`src/rtl/i2c_role_pkg.sv`:
```
package i2c_role_pkg;
  localparam int unsigned WR_W    = 4;
  localparam int unsigned BIT_MST = 3;
  localparam int unsigned BIT_TRX = 2;
  localparam int unsigned BIT_BB  = 1;
  localparam int unsigned BIT_PIN = 0;
  localparam logic [WR_W-1:0] START_CODE = '1;

  typedef struct packed {
    logic master;
    logic trx;
  } role_t;
endpackage

```
`src/rtl/role_start_gen.sv`:
```
module role_start_gen
  import i2c_role_pkg::*;
(
  input  logic            clk_i,
  input  logic            rst_ni,
  input  logic            wr_en_i,
  input  logic [WR_W-1:0] wr_data_i,
  input  logic            bus_busy_i,
  input  logic            clr_i,
  output logic            start_hit_o,
  output logic            start_drop_o,
  output logic            start_req_o
);
  logic is_start;

  assign is_start     = wr_en_i && (wr_data_i == START_CODE);
  assign start_hit_o  = is_start && !bus_busy_i && !clr_i;
  assign start_drop_o = is_start && bus_busy_i;

  always_ff @(posedge clk_i or negedge rst_ni) begin
    if (!rst_ni) start_req_o <= 1'b0;
    else         start_req_o <= start_hit_o;
  end

  // the request lasts one cycle unless a second start is written at once
  p_start_single_r3: assert property (@(posedge clk_i) disable iff (!rst_ni)
    start_req_o && !start_hit_o |=> !start_req_o);

  p_busy_nostart_r4: assert property (@(posedge clk_i) disable iff (!rst_ni)
    start_drop_o |=> !start_req_o);
endmodule

```
`src/rtl/role_dir_next.sv`:
```
module role_dir_next (
  input  logic master_i,
  input  logic addr_done_i,
  input  logic free_fmt_i,
  input  logic no_ack_mode_i,
  input  logic rw_bit_i,
  input  logic addr_match_i,
  input  logic ack_rcvd_i,
  output logic upd_o,
  output logic trx_o
);
  logic recog;

  // free format and no-ack mode skip address recognition entirely
  assign recog = addr_done_i && !free_fmt_i && !no_ack_mode_i;

  always_comb begin
    upd_o = 1'b0;
    trx_o = 1'b0;
    if (recog) begin
      if (master_i) begin
        upd_o = ack_rcvd_i;
        trx_o = !rw_bit_i;
      end else begin
        upd_o = addr_match_i;
        trx_o = rw_bit_i;
      end
    end
  end
endmodule

```
`src/rtl/i2c_role_ctrl.sv`:
```
module i2c_role_ctrl
  import i2c_role_pkg::*;
(
  input  logic            clk_i,
  input  logic            rst_ni,
  input  logic            wr_en_i,
  input  logic [WR_W-1:0] wr_data_i,
  input  logic            bus_busy_i,
  input  logic            free_fmt_i,
  input  logic            no_ack_mode_i,
  input  logic            addr_done_i,
  input  logic            rw_bit_i,
  input  logic            addr_match_i,
  input  logic            ack_rcvd_i,
  input  logic            stop_det_i,
  input  logic            arb_lost_i,
  output logic            master_o,
  output logic            trx_o,
  output logic            start_req_o
);
  role_t st_q, st_d;
  logic  clr, start_hit, start_drop, hw_upd, hw_trx;

  assign clr = stop_det_i || arb_lost_i;

  role_start_gen u_start (
    .clk_i       (clk_i),
    .rst_ni      (rst_ni),
    .wr_en_i     (wr_en_i),
    .wr_data_i   (wr_data_i),
    .bus_busy_i  (bus_busy_i),
    .clr_i       (clr),
    .start_hit_o (start_hit),
    .start_drop_o(start_drop),
    .start_req_o (start_req_o)
  );

  role_dir_next u_dir (
    .master_i     (st_q.master),
    .addr_done_i  (addr_done_i),
    .free_fmt_i   (free_fmt_i),
    .no_ack_mode_i(no_ack_mode_i),
    .rw_bit_i     (rw_bit_i),
    .addr_match_i (addr_match_i),
    .ack_rcvd_i   (ack_rcvd_i),
    .upd_o        (hw_upd),
    .trx_o        (hw_trx)
  );

  // priority: hardware clear > software write > address-phase update
  always_comb begin
    st_d = st_q;
    if (clr) begin
      st_d = '0;
    end else if (wr_en_i) begin
      if (start_hit) begin
        st_d.master = 1'b1;
        st_d.trx    = 1'b1;
      end else if (!start_drop) begin
        st_d.master = wr_data_i[BIT_MST];
        st_d.trx    = wr_data_i[BIT_TRX];
      end
    end else if (hw_upd) begin
      st_d.trx = hw_trx;
    end
  end

  always_ff @(posedge clk_i or negedge rst_ni) begin
    if (!rst_ni) st_q <= '0;
    else         st_q <= st_d;
  end

  assign master_o = st_q.master;
  assign trx_o    = st_q.trx;

  p_clear_r5: assert property (@(posedge clk_i) disable iff (!rst_ni)
    clr |=> !master_o && !trx_o && !start_req_o);
  p_start_role_r3: assert property (@(posedge clk_i) disable iff (!rst_ni)
    start_req_o |-> master_o && trx_o);
  p_busy_hold_r4: assert property (@(posedge clk_i) disable iff (!rst_ni)
    wr_en_i && wr_data_i == START_CODE && bus_busy_i && !clr
    |=> $stable(master_o) && $stable(trx_o));
  p_slave_match_r6: assert property (@(posedge clk_i) disable iff (!rst_ni)
    !clr && !wr_en_i && addr_done_i && !free_fmt_i && !no_ack_mode_i && !master_o && addr_match_i
    |=> trx_o == $past(rw_bit_i));
  p_master_ack_r7: assert property (@(posedge clk_i) disable iff (!rst_ni)
    !clr && !wr_en_i && addr_done_i && !free_fmt_i && !no_ack_mode_i && master_o && ack_rcvd_i
    |=> trx_o != $past(rw_bit_i));
  p_master_nack_r8: assert property (@(posedge clk_i) disable iff (!rst_ni)
    !clr && !wr_en_i && addr_done_i && master_o && !ack_rcvd_i |=> $stable(trx_o));
  p_noack_hold_r9: assert property (@(posedge clk_i) disable iff (!rst_ni)
    !clr && !wr_en_i && no_ack_mode_i |=> $stable(trx_o));
  p_free_hold_r10: assert property (@(posedge clk_i) disable iff (!rst_ni)
    !clr && !wr_en_i && free_fmt_i |=> $stable(trx_o));
endmodule

```
`config.mk`:
```
export PLATFORM = sky130hd
export DESIGN_NAME = i2c_role_ctrl
export DESIGN_NICKNAME = d
export VERILOG_FILES = /design/src/rtl/i2c_role_pkg.sv /design/src/rtl/role_start_gen.sv /design/src/rtl/role_dir_next.sv /design/src/rtl/i2c_role_ctrl.sv
export SDC_FILE = /design/constraint.sdc
export NUM_CORES = 1
export LEC_CHECK = 0
export BUFFER_PORTS_ARGS = -buffer_cell sky130_fd_sc_hd__buf_2
export CAP_MARGIN = 25
export CORE_AREA = 4 4 41 43
export CTS_CLUSTER_DIAMETER = 60
export DETAILED_ROUTE_END_ITERATION = 8
export DIE_AREA = 0 0 45 47
export HOLD_SLACK_MARGIN = 0.02
export PLACE_DENSITY = 0.41
export SLEW_MARGIN = 15
export SYNTH_ARGS = -nofsm -noshare
export SYNTH_HDL_FRONTEND = slang
export SYNTH_SLANG_ARGS = --single-unit
```
`constraint.sdc`:
```
create_clock -name clk_i -period 3.6 [get_ports clk_i]
set_clock_uncertainty 0.2 [all_clocks]
set_input_delay 0.18 -clock clk_i [delete_from_list [all_inputs] [get_ports clk_i]]
set_output_delay 0.18 -clock clk_i [all_outputs]
set_load 0.05 [all_outputs]
```
==> impl_metrics.json <==
{
  "initial_core_util": 0.1462,
  "netlist_top_cells_count": "3 x dfrtp_1, 2 x nand2_1, 2 x nor2_1",
  "status": "finished, final reports clean",
  "synth_top_area_share": 0.3947,
  "grt_pass1_vias": 253,
  "setup.worst_path.class": "register to register",
  "clk_pin_slew_ns": 0.04,
  "cts_hold_buffers": 2,
  "synth_area_per_cell_um2": 10.01,
  "crit_required_ns": 3.51,
  "synth_xor_area_frac": 0.04605,
  "synthAdderAreaFrac": 0,
  "max_freq_ghz": 0.6110,
  "synth_edf_count": 0,
  "finalMaxSlewViolations": 0,
  "route.detailed.drc": 0,
  "synth_area_um2": 190.2,
  "critPathLaunch": "master_o",
  "grt_max_degree": 7,
  "drtAntennaViolNets": 0,
  "ys_seq_area_frac": 0.3947,
  "synth_top_area_cell": "dfrtp_1",
  "maxSlewHeadroom": 0.7760,
  "ir_drop_uv": 87.26,
  "h-tree-depth": 1,
  "synth_top_family_by_area": "simple AND/OR/NAND/NOR gates",
  "drtPass1Iterations": 2,
  "cts_buffers": 3,
  "ys_types": 15,
  "grt_usage": 0.06577,
  "postPlaceCellArea_um2": 299.0,
  "die_h_um": 47,
  "hold_violations": 0,
  "stdcell_area_um2": 345.3,
  "place_congestion": 0.6660,
  "worst-path-max-fanout": 4,
  "leakagePower_uw": 0.0001716,
  "cp-endpoint": "trx_o",
  "power.density_nw_per_um2": 333.0,
  "period_needed_ns": 1.637,
  "cts.repair.resized": 0,
  "max_slew.worst_pin.slew_ns": 0.3316,
  "post-cts-setup-buffer-count": 0,
  "clk_latency_ns": 0.23,
  "rows": 13,
  "min_path_type": "input pin to register",
  "setup_viol": 0,
  "globalRouteOverflowTotal": 0,
  "antenna_found_initial": 0,
  "final.setup.tns_ns": 0,
  "cts_buffer_depth": 2,
  "synthCells": 19,
  "synth_compound_area_frac": 0.1776,
  "die_x_um": 45,
  "vias_per_cell": 4.138,
  "wire_per_inst_um": 10.36,
  "instances_no_fill": 58,
  "fillers": 150,
  "place_inst": 52,
  "die-area_um2": 2115,
  "multi_input_area_um2": 115.1,
  "cts.sinks": 3,
  "reg2reg_depth": 4,
  "clockRootBuffer": "clkbuf_4",
  "timing.rr.end": "trx_o",
  "n_antenna_cell": 0,
  "ys_warn_count": 0,
  "drive_above_1_share": 0.4884,
  "timing.final.crit_share": 0.4546,
  "synth_mux_area_frac": 0.1118,
  "rsz0062_at_grt": "no",
  "cts_tree": "built",
  "synth-main-ff-cell": "dfrtp_1",
  "rr_startpoint": "master_o",
  "nets": 60,
  "wl_um": 601,
  "synth_most_common_cell": "dfrtp_1",
  "area.growth.synth_to_final_pct": 81.58,
  "startpoint_type": "register",
  "maxCapViolCount": 0,
  "io_buffers": 18,
  "synth_nets": 35,
  "ff2ff_setup_slack_ns": 1.96,
  "drt-initial-drc-count": 1,
  "synth_area_leaders": "dfrtp_1 39%, mux2_1 5.9%, a32o_1 5.3%",
  "async_reset_ff_frac": 1.000,
  "end_kind": "register",
  "pin_count": 19,
  "vias": 240,
  "grt_pass1_wl_um": 924,
  "regArea_um2": 75.07,
  "yosys.area_share.simple": 0.2697,
  "coreArea_um2": 1301,
  "worstPathArrival_ns": 1.55,
  "ys_seq_elements": 3
}
==> cell families (layout without fill, tap and decap cells) <==
family	after synthesis	after routing
xor gates and xnor gates	1	1
and+or+nand+nor	9	9
AOI/OAI and AO/OA	4	4
DFF	3	3
muxes	2	2
buffers and inverters	0	24
==> final cells by class <==
class	instances	area share
multi-input cells	16	0.3333
clock buffers	4	0.07609
flip-flops and latches	3	0.2174
well taps	15	0.05435
repair buffers	20	0.3188
==> placed cells by master (no fill, tap or decap), types with 2 or more instances in the layout <==
cell and count:
dfrtp_1 3, nand2_1 2, clkbuf_4 3, buf_2 18, dlygate4sd3_1 2, nor2_1 2
==> routing by layer <==
metal / vias up / GRT usage / share of wire
met5: - / 0 / 0
met4: 0 / 0.07018 / 0
met3: 0 / 0.03065 / 0.16
met2: 19 / 0.08192 / 0.35
met1: 97 / 0.07798 / 0.48
li1: 124 / - / -
==> report_power, final <==
part           switching, µW  internal, µW
clock network           17.4          41.5
registers              0.744          34.7
logic                   9.70          10.9
==> registers in the layout (all words and copies together), names as in the netlist <==
| register | flops |
|---|---|
| trx_o | 1 |
| u_start.start_req_o | 1 |
| master_o | 1 |
==> worst max-delay path: stages (launching register included) <==
cell and delay (ns):
dfrtp_1 0.42, mux2i_1 0.20, nor2_1 0.05, o41ai_1 0.29, mux2_1 0.35
==> how the worst min path moves through the flow <==
stage               start                  end  slack, ns  depth (start not counted)
2_1_floorplan      rst_ni             master_o      -0.32                          0
3_3_place_gp       rst_ni             master_o      -0.22                          1
3_5_place_dp       rst_ni             master_o      -0.22                          1
4_1_cts        arb_lost_i  u_start.start_req_o       0.06                          4
5_1_grt        arb_lost_i  u_start.start_req_o       0.09                          4
6_report       stop_det_i  u_start.start_req_o       0.07                          4
==> through the flow <==
step | setup WS [ns] | hold WS [ns] | power (µW) | utilization
2_1_floorplan | 1.735 | -0.3156 | 43.35 | -
3_3_place_gp | 1.888 | -0.2218 | 55.47 | 0.2298
3_5_place_dp | 1.905 | -0.2221 | 54.79 | 0.2298
4_1_cts | 1.954 | 0.05599 | 118.7 | 0.2654
5_1_grt | 1.857 | 0.08860 | 120.9 | 0.2654
6_report | 1.963 | 0.07014 | 115.0 | 0.2654
No activity file was read; power rests on OpenSTA's default activity.
